### src/rtl/burst_write_ram.sv
module burst_write_ram #(
  parameter int DATA_W = 32,
  parameter int ADDR_W = 8,
  parameter int ID_W   = 4
) (
  input  logic                                  clk,
  input  logic                                  rst_n,
  input  logic                                  periph_mode,
  input  logic [ID_W-1:0]                       aw_id,
  input  logic [ADDR_W-1:0]                     aw_addr,
  input  logic [7:0]                            aw_len,
  input  logic [2:0]                            aw_size,
  input  logic [1:0]                            aw_burst,
  input  logic                                  aw_valid,
  output logic                                  aw_ready,
  input  logic [DATA_W-1:0]                     w_data,
  input  logic [DATA_W/8-1:0]                   w_strb,
  input  logic                                  w_last,
  input  logic                                  w_valid,
  output logic                                  w_ready,
  output logic [ID_W-1:0]                       b_id,
  output logic [1:0]                            b_resp,
  output logic                                  b_valid,
  input  logic                                  b_ready,
  input  logic [ADDR_W-$clog2(DATA_W/8)-1:0]    rd_addr,
  output logic [DATA_W-1:0]                     rd_data
);
  localparam int LANES  = DATA_W / 8;
  localparam int BSH    = $clog2(LANES);
  localparam int WIDX_W = ADDR_W - BSH;
  localparam int WORDS  = 1 << WIDX_W;
  localparam logic [2:0] FULL_SZ = 3'(BSH);

  typedef enum logic [1:0] {S_ADDR, S_DATA, S_RESP} state_t;
  state_t state;

  logic [ID_W-1:0]   id_q;
  logic [ADDR_W-1:0] addr_q;
  logic [7:0]        len_q, cnt_q;
  logic [2:0]        size_q;
  logic              wrap_q;
  logic [DATA_W-1:0] mem [WORDS];

  logic aw_hs, w_hs, last_beat;
  assign aw_ready  = (state == S_ADDR);
  assign w_ready   = (state == S_DATA);
  assign b_valid   = (state == S_RESP);
  assign b_id      = id_q;
  assign b_resp    = 2'b00;
  assign aw_hs     = aw_valid & aw_ready;
  assign w_hs      = w_valid & w_ready;
  assign last_beat = (cnt_q == len_q);

  logic [ADDR_W-1:0] step, span, incr_next, wrap_next;
  assign step      = {{(ADDR_W-1){1'b0}}, 1'b1} << size_q;
  assign span      = ADDR_W'({1'b0, len_q} + 9'd1) << size_q;
  assign incr_next = (addr_q & ~(step - 1'b1)) + step;
  assign wrap_next = (addr_q & ~(span - 1'b1)) | ((addr_q + step) & (span - 1'b1));

  always_ff @(posedge clk) begin
    if (!rst_n) begin
      state  <= S_ADDR;
      id_q   <= '0;
      addr_q <= '0;
      len_q  <= '0;
      cnt_q  <= '0;
      size_q <= '0;
      wrap_q <= 1'b0;
    end else begin
      case (state)
        S_ADDR: if (aw_hs) begin
          state  <= S_DATA;
          id_q   <= aw_id;
          addr_q <= aw_addr;
          len_q  <= aw_len;
          cnt_q  <= '0;
          size_q <= periph_mode ? FULL_SZ : aw_size;
          wrap_q <= !periph_mode && (aw_burst == 2'b10);
        end
        S_DATA: if (w_hs) begin
          addr_q <= wrap_q ? wrap_next : incr_next;
          cnt_q  <= cnt_q + 8'd1;
          if (last_beat) state <= S_RESP;
        end
        S_RESP: if (b_ready) state <= S_ADDR;
        default: state <= S_ADDR;
      endcase
    end
  end

  logic [WIDX_W-1:0] widx;
  assign widx = addr_q[ADDR_W-1:BSH];

  for (genvar i = 0; i < LANES; i++) begin : g_lane
    always_ff @(posedge clk) begin
      if (w_hs && w_strb[i]) mem[widx][8*i +: 8] <= w_data[8*i +: 8];
    end
  end

  assign rd_data = mem[rd_addr];

  AST_IDLE_NO_DATA: assert property (@(posedge clk) disable iff (!rst_n) aw_ready |-> !w_ready && !b_valid);
  AST_LAST_AT_LEN: assert property (@(posedge clk) disable iff (!rst_n) w_hs |-> (w_last == last_beat));
  AST_RESP_AFTER_LAST: assert property (@(posedge clk) disable iff (!rst_n) (w_hs && w_last) |=> b_valid);
  AST_RESP_HOLD: assert property (@(posedge clk) disable iff (!rst_n) (b_valid && !b_ready) |=> b_valid && $stable(b_id));
  AST_RESP_OKAY: assert property (@(posedge clk) disable iff (!rst_n) b_valid |-> b_resp == 2'b00);
  AST_ONE_BURST: assert property (@(posedge clk) disable iff (!rst_n) (w_ready || b_valid) |-> !aw_ready);
  AST_SIZE_FITS: assert property (@(posedge clk) disable iff (!rst_n) (aw_hs && !periph_mode) |-> aw_size <= FULL_SZ);
  AST_WRAP_LEN: assert property (@(posedge clk) disable iff (!rst_n)
    (aw_hs && !periph_mode && aw_burst == 2'b10) |-> (aw_len == 8'd1 || aw_len == 8'd3 || aw_len == 8'd7 || aw_len == 8'd15));
endmodule

### config.mk
export PLATFORM = sky130hd
export DESIGN_NAME = burst_write_ram
export DESIGN_NICKNAME = d
export VERILOG_FILES = /design/src/rtl/burst_write_ram.sv
export SDC_FILE = /design/constraint.sdc
export NUM_CORES = 2
export LEC_CHECK = 0
export ABC_AREA = 0
export BUFFER_PORTS_ARGS = -buffer_cell sky130_fd_sc_hd__buf_2
export CORE_MARGIN = 5
export CORE_UTILIZATION = 50
export CTS_BUF_LIST = sky130_fd_sc_hd__clkbuf_2 sky130_fd_sc_hd__clkbuf_4 sky130_fd_sc_hd__clkbuf_8
export CTS_CLUSTER_SIZE = 25
export DETAILED_ROUTE_END_ITERATION = 10
export PLACE_DENSITY = 0.66
export SKIP_LAST_GASP = 1
export SYNTH_ARGS = -nofsm -noshare
export SYNTH_HDL_FRONTEND = slang
export SYNTH_SLANG_ARGS = --single-unit
### constraint.sdc
create_clock -name clk -period 6.4 [get_ports clk]
set_input_delay 0.32 -clock clk [delete_from_list [all_inputs] [get_ports clk]]
set_output_delay 0.32 -clock clk [all_outputs]
set_load 0.03 [all_outputs]
==> impl_metrics.json <==
{
  "internal_power_mw": 22.0,
  "die-height_um": 415,
  "hpwl_mm": 118,
  "post_cts.repair.setup_buffers": 0,
  "seq_power_share_pct": 53.5,
  "finalNetCount": 4150,
  "worst_slew_pin_slew_ns": 1.30,
  "cts-root-buf": "clkbuf_8",
  "dpl-instance-area_um2": 84800,
  "crit_arrival_ns": 5.07,
  "ys.flop_type": "edfxtp_1",
  "cts_inserted_buffers": 340,
  "finalHoldViolations": 0,
  "synth_seq_area_share_pct": 75.9,
  "io_buffers": 111,
  "ff2ff_setup_slack_ns": 2.27,
  "fin_setup_tns_ns": 0,
  "fp.dieW_um": 415,
  "grt.busiest_layer": "met2",
  "clk_latency_ns": 1.04,
  "rsz0062_at_grt": "no",
  "finalInstanceArea_um2": 92200,
  "initial_core_util_pct": 50.3,
  "p_per_area_nw_per_um2": 306,
  "async_flop_share_pct": 0,
  "fin_skew_ns": 0.0633,
  "path_max_fanout": 26,
  "cp_num_buf_inv": 2,
  "finalSetupViolCount": 0,
  "power_frac_comb_pct": 6.2,
  "total_power_mw": 28.2,
  "cp_cell_sequence": "inv_1 -> nand2_1 -> ha_1 -> o21ai_0 -> a21oi_1 -> xnor2_1 -> nor2_1 -> a31oi_1 -> o21ai_0 -> o211a_1 -> dlygate4sd3_1",
  "utilization_pct": 56.6,
  "synth_edf_count": 2048,
  "cts_sinks": 2082,
  "ctsResizeCount": 0,
  "crit_family": "buffers and inverters",
  "grt_max_degree": 89,
  "yosysWarnings": 0,
  "switching_share_pct": 22.1,
  "crit_path_end_kind": "flip-flop",
  "critPathRequiredTime_ns": 7.34,
  "clk_pin_slew_ns": 0.07,
  "placementRows": 148,
  "use_met2_pct": 36.4,
  "via_per_inst": 6.12,
  "dieArea_um2": 172000,
  "use_met1_pct": 32.8,
  "layout_common_cells": "edfxtp_1, mux4_2, clkbuf_8",
  "cpMostUsedCell": "o21ai_0",
  "vdd_drop_max_mv": 0.204,
  "maxCapViolations": 0,
  "layout_setup_ws_ns": 2.27,
  "layout_commonest_cell": "edfxtp_1",
  "globalplace.congestion": 0.773,
  "timing.final.crit_share_pct": 64.6,
  "grt_pass1_wl_mm": 288,
  "slowest_delay_ns": 0.96,
  "synth_seq_cells": 2082,
  "core_region_area_um2": 163000,
  "p_clk_share_pct": 40.3,
  "detail-route-antenna-nets": 0,
  "p_leak_nw": 28.7,
  "stdcell_count": 6485,
  "wl_per_cell_um": 30.8,
  "area_growth_pct": 12.6,
  "synth_area_leader_cell": "edfxtp_1",
  "met3_usage_pct": 5.78,
  "path_class": "flip-flop to flip-flop",
  "synth_cell_types": 57,
  "synth_top_area_share_pct": 75.1,
  "max_freq_mhz": 242,
  "syn-cell-area_um2": 81900,
  "layout-drive-gt1-share_pct": 31.6,
  "holdWs_ns": 0.106,
  "drv_slew": 0,
  "status": "completed",
  "io_pins": 115,
  "grt_usage_pct": 23.3,
  "dr.first_iter.drc_count": 4261,
  "vias": 39700,
  "grt_antenna_before_repair": 17,
  "tritoncts": "built",
  "dp_slack_ns": 2.46,
  "drc": 0,
  "layout_min_cycle_time_ns": 4.13,
  "max_slew_margin_pct": 13.2,
  "firstDrtPassIters": 8,
  "grt_pass1_vias": 40300,
  "hp-class": "input pin to flip-flop",
  "routed_wl_mm": 200,
  "dpl.cell_count": 5815,
  "startpoint_type": "flip-flop",
  "grt_overflow": 0,
  "netSwitchingPower_mw": 6.21,
  "yosys-top-cells-area": "edfxtp_1, mux4_2, nor2_1, dfxtp_1, clkbuf_1",
  "crit_path_top_delay_cell": "dfxtp_1",
  "syn_avg_cell_area_um2": 22.2,
  "htreeDepth": 5,
  "cts_buffer_depth": 4,
  "synth_cells": 3689
}
## area by class of cell
type                       count  area, um2
clock inverter               116        887
clock buffer                 460       5640
tap                         2175       2720
timing repair buffer         248       1980
sequential                  2082      62200
antenna                       13       32.5
multi-input combinational   1379      18700
fill                       11700      70600
inverter                      12       45.0
## flip-flops by register name, summed over array words and instances, names as in the netlist, named ones only
register  count
mem        2048
cnt_q         8
len_q         8
b_id          4
size_q        3
state         2
wrap_q        1
## logic make-up (layout without fill, tap and decap cells)
| family | Yosys count | after routing | share of synthesized area [%] |
|---|---|---|---|
| muxes | 695 | 695 | 18.6 |
| buffers and inverters | 229 | 836 | 1.24 |
| AOI/OAI and AO/OA | 108 | 108 | 0.854 |
| and+or+nand+nor | 526 | 526 | 2.74 |
| xor gates and xnor gates | 35 | 35 | 0.374 |
| other | 1 | 15 | 0.00458 |
| adders and majority gates | 13 | 13 | 0.199 |
| DFF | 2082 | 2082 | 75.9 |
## what timing repair did
action	4_1_cts	5_1_grt
hold buffers	81	0
hold endpoints to repair	1115	0
setup endpoints to repair	0	0
## Yosys cell counts (3+ instances only)
| library cell | n |
|---|---|
| inv_1 | 11 |
| a21oi_1 | 34 |
| nand2b_1 | 6 |
| edfxtp_1 | 2048 |
| clkbuf_1 | 131 |
| nor4bb_1 | 5 |
| nand3_1 | 17 |
| nor4_1 | 4 |
| a221oi_1 | 6 |
| nand4_1 | 7 |
| and2_1 | 6 |
| and3_1 | 6 |
| buf_6 | 4 |
| a21o_1 | 5 |
| o21ai_0 | 28 |
| xor2_1 | 21 |
| dfxtp_1 | 34 |
| ha_1 | 13 |
| nor2_1 | 300 |
| buf_4 | 17 |
| a31oi_1 | 7 |
| nor3_1 | 11 |
| mux2i_1 | 20 |
| xnor2_1 | 14 |
| nand4b_1 | 4 |
| buf_1 | 15 |
| nor3b_1 | 8 |
| mux4_2 | 663 |
| a211oi_1 | 8 |
| mux2_2 | 12 |
| nand3b_1 | 4 |
| buf_2 | 50 |
| or3_1 | 3 |
| nor2b_1 | 8 |
| nand2_1 | 130 |
## path summary, 6_finish.rpt
path                   start         to  depth (start not counted)
hold / removal    aw_addr[3]  flip-flop                          4
hold reg to reg      b_id[0]    b_id[0]                          2
setup reg to reg   size_q[1]  flip-flop                         11
setup / recovery   size_q[1]  flip-flop                         11
## power groups by stage
stage	clock network (mW)	logic, mW	registers [mW]
floorplan	0	1.03	15.3
detailed placement	0	1.72	15.4
global placement	0	1.69	15.4
global route	12.2	1.85	15.1
CTS	11.5	1.77	15.1
finish	11.3	1.76	15.1
## worst reg2reg max path, stage by stage, from the launching register on
cell	delay (ns)
dfxtp_1	0.96
inv_1	0.57
nand2_1	0.29
ha_1	0.41
o21ai_0	0.27
a21oi_1	0.28
xnor2_1	0.15
nor2_1	0.06
a31oi_1	0.17
o21ai_0	0.10
o211a_1	0.22
dlygate4sd3_1	0.54
## routing by layer
layer / routed length (um) / share of wire [%]
met2: 96600 / 48
met4: 5980 / 3.0
met1: 79800 / 40
met3: 17500 / 8.7
met5: 91 / 0.046
No activity file was read; power rests on OpenSTA's default activity.
